<file path="src/rtl/uart_iid_pkg.sv">
package uart_iid_pkg;

  localparam int ERR_W  = 4;
  localparam int EN_W   = 4;
  localparam int ID_W   = 3;

  // enable bit positions
  localparam int EN_RXDATA = 0;
  localparam int EN_TXEMPTY = 1;
  localparam int EN_LINE   = 2;
  localparam int EN_MODEM  = 3;

  // word field positions
  localparam int PEND_BIT    = 0;
  localparam int ID_LSB      = 1;
  localparam int FIFO_LSB    = 6;
  localparam int AB_DONE_BIT = 8;
  localparam int AB_TO_BIT   = 9;

  localparam logic [ID_W-1:0] ID_LINE    = 3'b011;
  localparam logic [ID_W-1:0] ID_RXDATA  = 3'b010;
  localparam logic [ID_W-1:0] ID_TIMEOUT = 3'b110;
  localparam logic [ID_W-1:0] ID_TXEMPTY = 3'b001;
  localparam logic [ID_W-1:0] ID_MODEM   = 3'b000;

  typedef struct packed {
    logic snap;
    logic hold;
    logic lineSet;
    logic lineClr;
    logic abDoneSet;
    logic abDoneClr;
    logic abToSet;
    logic abToClr;
  } ctrlStrobe_t;

endpackage

</file>
<file path="src/rtl/uart_iid_ctrl.sv">
module uart_iid_ctrl
  import uart_iid_pkg::*;
#(
  parameter int NUM_ERR = ERR_W
) (
  input  logic               clk,
  input  logic               rstN,
  input  logic               iirRead,
  input  logic               lsrRead,
  input  logic [NUM_ERR-1:0] rxErr,
  input  logic               abDoneSet,
  input  logic               abDoneClr,
  input  logic               abToSet,
  input  logic               abToClr,
  output ctrlStrobe_t        strb
);

  logic readQ;

  always_ff @(posedge clk or negedge rstN) begin
    if (!rstN) readQ <= 1'b0;
    else       readQ <= iirRead;
  end

  always_comb begin
    strb.snap      = iirRead & ~readQ;
    strb.hold      = iirRead & readQ;
    strb.lineSet   = |rxErr;
    strb.lineClr   = lsrRead;
    strb.abDoneSet = abDoneSet;
    strb.abDoneClr = abDoneClr;
    strb.abToSet   = abToSet;
    strb.abToClr   = abToClr;
  end

  // capture happens once per access
  p_single_snap_r6: assert property (@(posedge clk) disable iff (!rstN)
    strb.snap |=> !strb.snap);

  p_hold_follows_snap_r6: assert property (@(posedge clk) disable iff (!rstN)
    strb.snap && iirRead |=> strb.hold || !iirRead);

endmodule

</file>
<file path="src/rtl/uart_iid_datapath.sv">
module uart_iid_datapath
  import uart_iid_pkg::*;
#(
  parameter int DATA_W = 32
) (
  input  logic              clk,
  input  logic              rstN,
  input  ctrlStrobe_t       strb,
  input  logic [EN_W-1:0]   intEnable,
  input  logic              rxDataAvail,
  input  logic              rxTimeout,
  input  logic              txEmptyEvent,
  input  logic              modemPend,
  input  logic              abDoneEn,
  input  logic              abToEn,
  input  logic              fifoEnable,
  output logic [DATA_W-1:0] readData,
  output logic              irq
);

  localparam logic [DATA_W-1:0] RESET_WORD = DATA_W'(1) << PEND_BIT;

  logic lineQ, txQ, abDoneQ, abToQ;
  logic anyPend;
  logic [ID_W-1:0] curId;
  logic [DATA_W-1:0] word;
  logic abDoneVis, abToVis;

  // priority selection
  always_comb begin
    anyPend = 1'b1;
    curId   = ID_MODEM;
    if (lineQ && intEnable[EN_LINE])                curId = ID_LINE;
    else if (rxDataAvail && intEnable[EN_RXDATA])   curId = ID_RXDATA;
    else if (rxTimeout && intEnable[EN_RXDATA])     curId = ID_TIMEOUT;
    else if (txQ && intEnable[EN_TXEMPTY])          curId = ID_TXEMPTY;
    else if (modemPend && intEnable[EN_MODEM])      curId = ID_MODEM;
    else begin
      anyPend = 1'b0;
      curId   = '0;
    end
  end

  assign abDoneVis = abDoneQ & abDoneEn;
  assign abToVis   = abToQ & abToEn;

  always_comb begin
    word = '0;
    word[PEND_BIT] = ~anyPend;
    word[ID_LSB +: ID_W] = curId;
    word[FIFO_LSB +: 2] = {2{fifoEnable}};
    word[AB_DONE_BIT] = abDoneVis;
    word[AB_TO_BIT] = abToVis;
  end

  assign irq = anyPend | abDoneVis | abToVis;

  always_ff @(posedge clk or negedge rstN) begin
    if (!rstN) begin
      lineQ    <= 1'b0;
      txQ      <= 1'b0;
      abDoneQ  <= 1'b0;
      abToQ    <= 1'b0;
      readData <= RESET_WORD;
    end else begin
      lineQ   <= (lineQ & ~strb.lineClr) | strb.lineSet;
      txQ     <= (txQ & ~(strb.snap & anyPend & (curId == ID_TXEMPTY))) | txEmptyEvent;
      abDoneQ <= (abDoneQ & ~strb.abDoneClr) | strb.abDoneSet;
      abToQ   <= (abToQ & ~strb.abToClr) | strb.abToSet;
      if (strb.snap) readData <= word;
    end
  end

  p_hold_stable_r6: assert property (@(posedge clk) disable iff (!rstN)
    strb.hold |=> $stable(readData));

  p_line_sticky_r5: assert property (@(posedge clk) disable iff (!rstN)
    lineQ && !strb.lineClr |=> lineQ);

  p_line_clear_r5: assert property (@(posedge clk) disable iff (!rstN)
    strb.lineClr && !strb.lineSet |=> !lineQ);

  p_abdone_keep_r9: assert property (@(posedge clk) disable iff (!rstN)
    abDoneQ && !strb.abDoneClr |=> abDoneQ);

  p_idle_code_r10: assert property (@(posedge clk) disable iff (!rstN)
    readData[PEND_BIT] |-> readData[ID_LSB +: ID_W] == 3'b000);

  p_reserved_zero_r10: assert property (@(posedge clk) disable iff (!rstN)
    readData[5:4] == 2'b00 && readData[DATA_W-1:AB_TO_BIT+1] == '0);

  p_tx_cleared_r7: assert property (@(posedge clk) disable iff (!rstN)
    strb.snap && anyPend && curId == ID_TXEMPTY && !txEmptyEvent |=> !txQ);

endmodule

</file>
<file path="src/rtl/uart_iid.sv">
module uart_iid
  import uart_iid_pkg::*;
#(
  parameter int DATA_W = 32
) (
  input  logic              clk,
  input  logic              rstN,
  input  logic [EN_W-1:0]   intEnable,
  input  logic [ERR_W-1:0]  rxErr,
  input  logic              rxDataAvail,
  input  logic              rxTimeout,
  input  logic              txEmptyEvent,
  input  logic              modemPend,
  input  logic              iirRead,
  input  logic              lsrRead,
  input  logic              abDoneSet,
  input  logic              abDoneClr,
  input  logic              abDoneEn,
  input  logic              abToSet,
  input  logic              abToClr,
  input  logic              abToEn,
  input  logic              fifoEnable,
  output logic [DATA_W-1:0] readData,
  output logic              irq
);

  ctrlStrobe_t strb;

  uart_iid_ctrl #(.NUM_ERR(ERR_W)) uCtrl (
    .clk       (clk),
    .rstN      (rstN),
    .iirRead   (iirRead),
    .lsrRead   (lsrRead),
    .rxErr     (rxErr),
    .abDoneSet (abDoneSet),
    .abDoneClr (abDoneClr),
    .abToSet   (abToSet),
    .abToClr   (abToClr),
    .strb      (strb)
  );

  uart_iid_datapath #(.DATA_W(DATA_W)) uData (
    .clk          (clk),
    .rstN         (rstN),
    .strb         (strb),
    .intEnable    (intEnable),
    .rxDataAvail  (rxDataAvail),
    .rxTimeout    (rxTimeout),
    .txEmptyEvent (txEmptyEvent),
    .modemPend    (modemPend),
    .abDoneEn     (abDoneEn),
    .abToEn       (abToEn),
    .fifoEnable   (fifoEnable),
    .readData     (readData),
    .irq          (irq)
  );

  p_irq_quiet_r11: assert property (@(posedge clk) disable iff (!rstN)
    intEnable == '0 && !abDoneEn && !abToEn |-> !irq);

endmodule

</file>
<file path="config.mk">
export PLATFORM = sky130hd
export DESIGN_NAME = uart_iid
export DESIGN_NICKNAME = d
export VERILOG_FILES = /design/src/rtl/uart_iid_pkg.sv /design/src/rtl/uart_iid_ctrl.sv /design/src/rtl/uart_iid_datapath.sv /design/src/rtl/uart_iid.sv
export SDC_FILE = /design/constraint.sdc
export NUM_CORES = 1
export LEC_CHECK = 0
export ABC_AREA = 1
export CAP_MARGIN = 20
export CORE_MARGIN = 5
export CORE_UTILIZATION = 35
export DETAILED_ROUTE_END_ITERATION = 12
export PLACE_DENSITY = 0.95
export SLEW_MARGIN = 10
export SYNTH_ARGS = -nofsm -noshare
export SYNTH_HDL_FRONTEND = slang
export SYNTH_SLANG_ARGS = --single-unit
</file>
<file path="constraint.sdc">
create_clock -name clk -period 1.6 [get_ports clk]
set_input_delay 0.4 -clock clk [delete_from_list [all_inputs] [get_ports clk]]
set_output_delay 0.4 -clock clk [all_outputs]
set_load 0.05 [all_outputs]
</file>
==> results of run 1 <==
cell type report:
| type | instances | area [um^2] |
|---|---|---|
| Timing Repair Buffer | 43 | 480.5 |
| Multi-Input combinational cell | 64 | 296.5 |
| Clock buffer | 4 | 36.28 |
| Fill cell | 170 | 783.3 |
| Tap cell | 27 | 33.78 |
| Inverter | 8 | 30.03 |
| Sequential cell | 12 | 301.5 |
worst max-delay path by stage:
stage | startpoint | end | slack (ns) | cells after the start
6_report | uData.txQ | irq | -0.02 | 5
5_1_grt | uData.txQ | irq | -0.08 | 5
4_1_cts | uData.lineQ | irq | -0.02 | 5
3_5_place_dp | intEnable[0] | irq | -0.28 | 6
3_3_place_gp | intEnable[0] | irq | -0.24 | 6
2_1_floorplan | rxDataAvail | irq | 0.07 | 4
state kept, by name (all words and copies together) (netlist names):
name and count:
uCtrl.readQ 1, uData.abDoneQ 1, uData.abToQ 1, uData.lineQ 1, uData.readData 7, uData.txQ 1
power groups by stage:
stage	Sequential [mW]	Clock [mW]	Combinational, mW
2_1_floorplan	0.421	0	0.236
4_1_cts	0.359	0.247	0.446
6_report	0.359	0.240	0.453
5_1_grt	0.363	0.272	0.471
3_5_place_dp	0.365	0	0.437
3_3_place_gp	0.363	0	0.430
metrics by stage:
step           utilization  hold slack [ns]
2_1_floorplan            -           0.1044
3_3_place_gp        0.5478           0.4790
3_5_place_dp        0.5478           0.4885
4_1_cts             0.5931           0.4830
5_1_grt             0.6008           0.4205
6_report            0.6008           0.4176
tightest hold or removal path, cell delays in order:
cell      delay (ns)
clkbuf_2        0.11
nand4_1         0.09
o21ai_1         0.06
logic make-up after synthesis:
logic type	after synthesis	share of synthesized area
compound gates	8	0.06574
buf+inv	34	0.3166
flops	12	0.4170
other cells	1	0.005185
simple gates	32	0.1955
repair_timing:
action                                  CTS  global route
buffers inserted                          7             1
gates cloned                              0             0
pin swaps                                10             4
resized for setup                        15             5
endpoints found under the setup margin    1             1
cell usage in the layout (no fill, tap or decap), types with 2 or more instances in the layout:
cell / count
conb_1: 24
nand2_1: 15
clkdlybuf4s50_1: 14
buf_4: 12
dfrtp_1: 11
buf_12: 9
nand2_2: 6
inv_1: 5
nor2_1: 5
dlygate4sd2_1: 5
o21ai_1: 4
nand4_1: 3
clkbuf_4: 3
inv_2: 2
o21bai_1: 2
layer usage:
| layer | global-route usage | wire, um | vias to the layer above | part of all wire |
|---|---|---|---|---|
| met4 | 0.1007 | 51 | 0 | 0.028 |
| li1 | - | - | 308 | - |
| met3 | 0.04429 | 181 | 6 | 0.10 |
| met2 | 0.1959 | 945 | 43 | 0.53 |
| met1 | 0.1075 | 621 | 297 | 0.35 |
| met5 | 0 | 0 | - | 0 |
==> key figures, run 1 <==
Critical path
  – Worst EP arrival: between 1 and 1.5 ns
  – CP max stage delay: approximately 0.42 ns
  – CP max-delay cell: dfrtp_1
  – CP Max Fanout: 3
  – Crit path kind: reg2out
  – R2r worst-path depth: 7
  – Reg-to-reg slack, setup: 0.53 ns
  – Top delay family on crit path: flip-flops
  – Worst path buffer plus inverter count: 2
  – Most frequent cell on the critical path: nand2_2
  – Worst setup SP type: register
  – Worst EP required: 1.20 ns
  – Critical path, cell by cell: nand2_2 > nand2_2 > inv_2 > nand4_1 > buf_12
  – Capturing point of the worst reg2reg path: uData.txQ
  – Worst R2R Start: uData.lineQ
  – CP endpoint kind: output pin

Global routing
  – Global-route wire length before repair: ~2800 um
  – Gr usage total: 0.1158
  – Largest net degree at the start of global routing: 13
  – GRT overflow: 0
  – Vias in the first global route: 661
  – Initial antenna violation count: 0

Route
  – Vias: 654
  – Drt initial violations: 1
  – Residual DRC count: 0
  – Final WL: 1799 um
  – Drt first pass iters: 4
  – Via-to-Cell Ratio: 4.139
  – Post-DRT Antenna Nets: 0
  – WL per Instance: 11.39 um

Placement
  – Dpl ws: -0.2786 ns
  – HPWL after DPL: approximately 1400 um
  – # placed instances: around 150
  – Placer congestion estimate: 0.7807
  – # port buffers: 31
  – Placement Cell Area: roughly 1100 um^2

Die
  – Core ar.: 1962 um^2
  – Initial Util: 0.3686
  – Rows: 16
  – Ports: 56
  – Die span in y: between 50 and 60 um
  – Die Area: 3075 um^2
  – Die Width: 55.46 um

STA
  – Part of the cycle the worst path needs: 1.012
  – Total negative slack: -0.01984 ns
  – Slew @ Worst Pin: between 0.5 and 0.6 ns
  – Final hold violation count: 0
  – Fin. max-slew vios: 0
  – Setup WS post-layout: -0.01984 ns
  – Rel. slew slack: 0.6378
  – Min Tclk post-route: 1.620 ns
  – Setup violators final: 1
  – Worst clock skew: 0.003102 ns
  – Max frequency: 617.3 MHz
  – RSZ-0062 raised after global routing: yes

Clock tree
  – Clock Tree Root: clkbuf_4
  – Clk_lat worst skew: between 0.2 and 0.3 ns
  – Num CTS Buffers: 3
  – Maximum root-to-sink buffer count: 2
  – Hold-fix buffers at CTS: 0
  – Clk slew on worst S/H paths: approximately 0.07 ns
  – CTS H-Tree Depth: 1
  – CTS sink count: 12
  – CTS tree: done

Power
  – Internal power: about 0.64 mW
  – Static leakage: around 0.6 nW
  – Overall Power: 1.052 mW
  – P_sw: 0.4102 mW
  – Reg power frac: 0.341
  – Power density cells: 892.5 nW/um^2
  – Clock power share: 0.228
  – Worst vdd ir: 482.2 uV
  – Switch share: 0.3899
  – Logic pwr share: 0.431

Final layout
  – Final Cell Area: between 1000 and 1500 um^2
  – Finished Layout Cells: around 160
  – Layout cell share with drive strength beyond 1: 0.2901
  – N_diodes: 0
  – Area growth from synthesis to layout: 62.98%
  – Post-layout nets: roughly 160

Synthesis
  – Top cells by count, synth: buf_4, nand2_1, dfrtp_1
  – Ys flop type: dfrtp_1
  – Syn Inst Count: 87
  – Post-synth cell types: 18
  – Post-synth top area share: 0.3806
  – Synthesized cell area: 723.2 um^2
  – Register bit total from synthesis: 12
  – Largest area contributor in the netlist: dfrtp_1
  – Most common cell in the synthesized netlist: buf_4
  – Synth Warn #: 0
  – Seq/Total Area, Yosys: 0.4170
  – Synth area leaders: dfrtp_1, buf_4, nand2_1, dfstp_2, inv_1
  – Synthesized area per cell: 8.313 um^2
  – EDFF count, synth: 0
  – Fraction of registers with async set/reset: 1.000

Job
  – Max-cap violation count: 0

Status
  – Violated checks: negative setup slack
  – Status: finished with violations

Worst hold path
  – Hold Path End: uData.readData[3]
  – Hold path cells: 3
  – Hold_sp: rxTimeout
  – Worst Hold Class: in2reg
Power figures use the tool's default switching activity.
==> run 2, diff against run 1 <==
--- a/config.mk
+++ b/config.mk
@@ -6,6 +6,7 @@
 export NUM_CORES = 1
 export LEC_CHECK = 0
 export ABC_AREA = 1
+export ABC_CLOCK_PERIOD_IN_PS = 1600
 export CAP_MARGIN = 20
 export CORE_MARGIN = 5
 export CORE_UTILIZATION = 35
==> results of run 2 <==
Same layout as run 1: the final DEF is identical, and so are final timing and power.
==> run 3, diff against run 2 <==
--- a/config.mk
+++ b/config.mk
@@ -9,9 +9,10 @@
 export ABC_CLOCK_PERIOD_IN_PS = 1600
 export CAP_MARGIN = 20
 export CORE_MARGIN = 5
-export CORE_UTILIZATION = 35
+export CORE_UTILIZATION = 47
 export DETAILED_ROUTE_END_ITERATION = 12
-export PLACE_DENSITY = 0.95
+export DONT_BUFFER_PORTS = 1
+export PLACE_DENSITY = 0.73
 export SLEW_MARGIN = 10
 export SYNTH_ARGS = -nofsm -noshare
 export SYNTH_HDL_FRONTEND = slang
==> key figures, run 3 (same netlist as run 1, synthesis figures left out) <==
Status
  – Status: finished, final reports clean

Route
  – WL per Instance: 11.38 um (about the same)
  – Via-to-Cell Ratio: 4.418 (+6.7%)
  – Drt initial violations: 9 (+8)
  – Final WL: 1252 um (-30%)
  – Vias: 486 (-26%)
  – Drt first pass iters: 4 (unchanged)
  – Post-DRT Antenna Nets: 0 (unchanged)
  – Residual DRC count: 0 (unchanged)

Power
  – Switch share: 0.4382 (+0.04825)
  – Internal power: 0.4604 mW (-28%)
  – Power density cells: 1153 nW/um^2 (+29%)
  – Static leakage: 0.3994 nW (-34%)
  – Logic pwr share: 0.275 (-0.156)
  – Reg power frac: 0.497 (+0.156)
  – Worst vdd ir: 455.4 uV (-5.6%)
  – P_sw: 0.3590 mW (-12%)
  – Clock power share: 0.228 (about the same)

Clock tree
  – Num CTS Buffers: 3 (unchanged)
  – Clk slew on worst S/H paths: 0.07 ns (about the same)
  – CTS H-Tree Depth: 1 (unchanged)
  – Maximum root-to-sink buffer count: 2 (unchanged)
  – Clock Tree Root: clkbuf_4
  – Clk_lat worst skew: 0.26 ns (about the same)
  – CTS sink count: 12 (unchanged)
  – CTS tree: done

Final layout
  – Commonest non-fill, non-tap cell in the layout: conb_1
  – Max reg flops: 7 (unchanged)
  – N_diodes: 0 (unchanged)
  – Most frequent cells in the layout: conb_1, nand2_1, dfrtp_1
  – Finished Layout Cells: 110 (-30%)
  – Layout fillers: 145 (-15%)
  – Reg with most FFs: uData.readData
  – Area growth from synthesis to layout: -1.730%
  – Post-layout nets: 118 (-24%)
  – Layout cell share with drive strength beyond 1: 0.1489 (-0.1411)

Critical path
  – Worst EP arrival: 1.17 ns (-0.05 ns)
  – Critical path, cell by cell: nand2_1 > nand2_1 > inv_1 > nand4_1 > buf_6
  – Most frequent cell on the critical path: nand2_1
  – Worst setup SP type: register
  – Worst EP required: 1.20 ns (about the same)
  – CP max stage delay: 0.39 ns (-0.03 ns)
  – CP Max Fanout: 3 (unchanged)
  – Crit path kind: reg2out
  – CP endpoint kind: output pin
  – CP max-delay cell: dfrtp_1

Job
  – Max-cap violation count: 0 (unchanged)

Global routing
  – Vias in the first global route: 464 (-30%)
  – Gr usage total: 0.1015 (-0.01432)
  – Global-route wire length before repair: 2014 um (-27%)
  – Largest net degree at the start of global routing: 13 (unchanged)
  – Initial antenna violation count: 0 (unchanged)
  – GRT overflow: 0 (unchanged)

Placement
  – Placer congestion estimate: 0.8070 (+3.4%)
  – HPWL after DPL: 1027 um (-27%)
  – # placed instances: 102 (-30%)
  – # port buffers: 0 (-100%)

Die
  – Core ar.: 1489 um^2 (-24%)
  – Rows: 14 (-2)
  – Initial Util: 0.4857 (+0.1171)
  – Die span in y: 49.23 um (-11%)
  – Die Width: 49.23 um (-11%)
  – Ports: 56 (unchanged)
  – Die Area: 2423 um^2 (-21%)

Worst hold path
  – Worst Hold Class: in2reg

STA
  – Hold slack final: 0.1588 ns (-0.2587 ns)
  – Fin. max-slew vios: 0 (unchanged)
  – Slew @ Worst Pin: 0.5179 ns (-0.02365 ns)
  – Setup violators final: 0 (-1)
  – Part of the cycle the worst path needs: 0.9802 (-0.03219)
  – Min Tclk post-route: 1.568 ns (-0.05151 ns)
  – Rel. slew slack: 0.6536 (+0.01576)
  – RSZ-0062 raised after global routing: yes
  – Max frequency: 637.6 MHz (+3.3%)
  – Final hold violation count: 0 (unchanged)
  – Worst clock skew: 0.001493 ns (-0.001610 ns)
-- run 3: area by class of cell --
class,count,area [um^2],area share
Clock buffer,4,26.28,0.03697
Sequential cell,12,301.5,0.4243
Tap cell,16,20.02,0.02817
Multi-Input combinational cell,64,281.5,0.3961
Timing Repair Buffer,6,51.30,0.07218
Inverter,8,30.03,0.04225
-- run 3: worst max-delay path: cells and delay by family (launching register included) --
kind / cells / cell delay (ns)
DFF: 1 / 0.39
and+or+nand+nor: 3 / 0.27
buffers and inverters: 2 / 0.24
-- run 3: final timing paths --
kind,startpoint,to,slack [ns],depth (start not counted)
max,uData.txQ,irq,0.03,5
max reg2reg,uData.lineQ,uData.txQ,0.54,7
min reg2reg,uData.readData[7],uData.readData[7],0.49,2
min,iirRead,uCtrl.readQ,0.16,0
min in group asynchronous,rstN,uData.abToQ,0.54,1
max in group asynchronous,rstN,uData.readData[0],0.69,1
-- run 3: per-stage QoR --
| stage | setup WS, ns | cell area (um^2) | utilization | TNS [ns] | power (mW) |
|---|---|---|---|---|---|
| floorplan | 0.07459 | 809.5 | - | 0 | 0.6570 |
| global placement | 0.2412 | 645.6 | 0.4336 | 0 | 0.6203 |
| detailed placement | 0.2177 | 645.6 | 0.4336 | 0 | 0.6226 |
| CTS | 0.005495 | 688.2 | 0.4622 | 0 | 0.8185 |
| global route | -0.04290 | 710.7 | 0.4773 | -0.04290 | 0.8639 |
| finish | 0.03166 | 710.7 | 0.4773 | 0 | 0.8194 |
-- run 3: repair_timing --
action	CTS	global route
resized for setup	2	0
endpoints found under the hold margin	12	0
pin swaps	0	2
hold buffers	1	0
endpoints found under the setup margin	1	1
buffers inserted	0	3
-- run 3: metal layers --
layer,GRT usage,part of all wire
met1,0.1042,0.32
met2,0.1760,0.51
met3,0.05505,0.17
met4,0.02691,0
met5,0,0
-- run 3: power groups by stage --
stage | sequential, mW | combinational (mW) | clock [mW]
4_1_cts | 0.408 | 0.217 | 0.193
3_5_place_dp | 0.414 | 0.208 | 0
5_1_grt | 0.412 | 0.240 | 0.212
6_report | 0.407 | 0.225 | 0.187
3_3_place_gp | 0.414 | 0.206 | 0
2_1_floorplan | 0.421 | 0.236 | 0
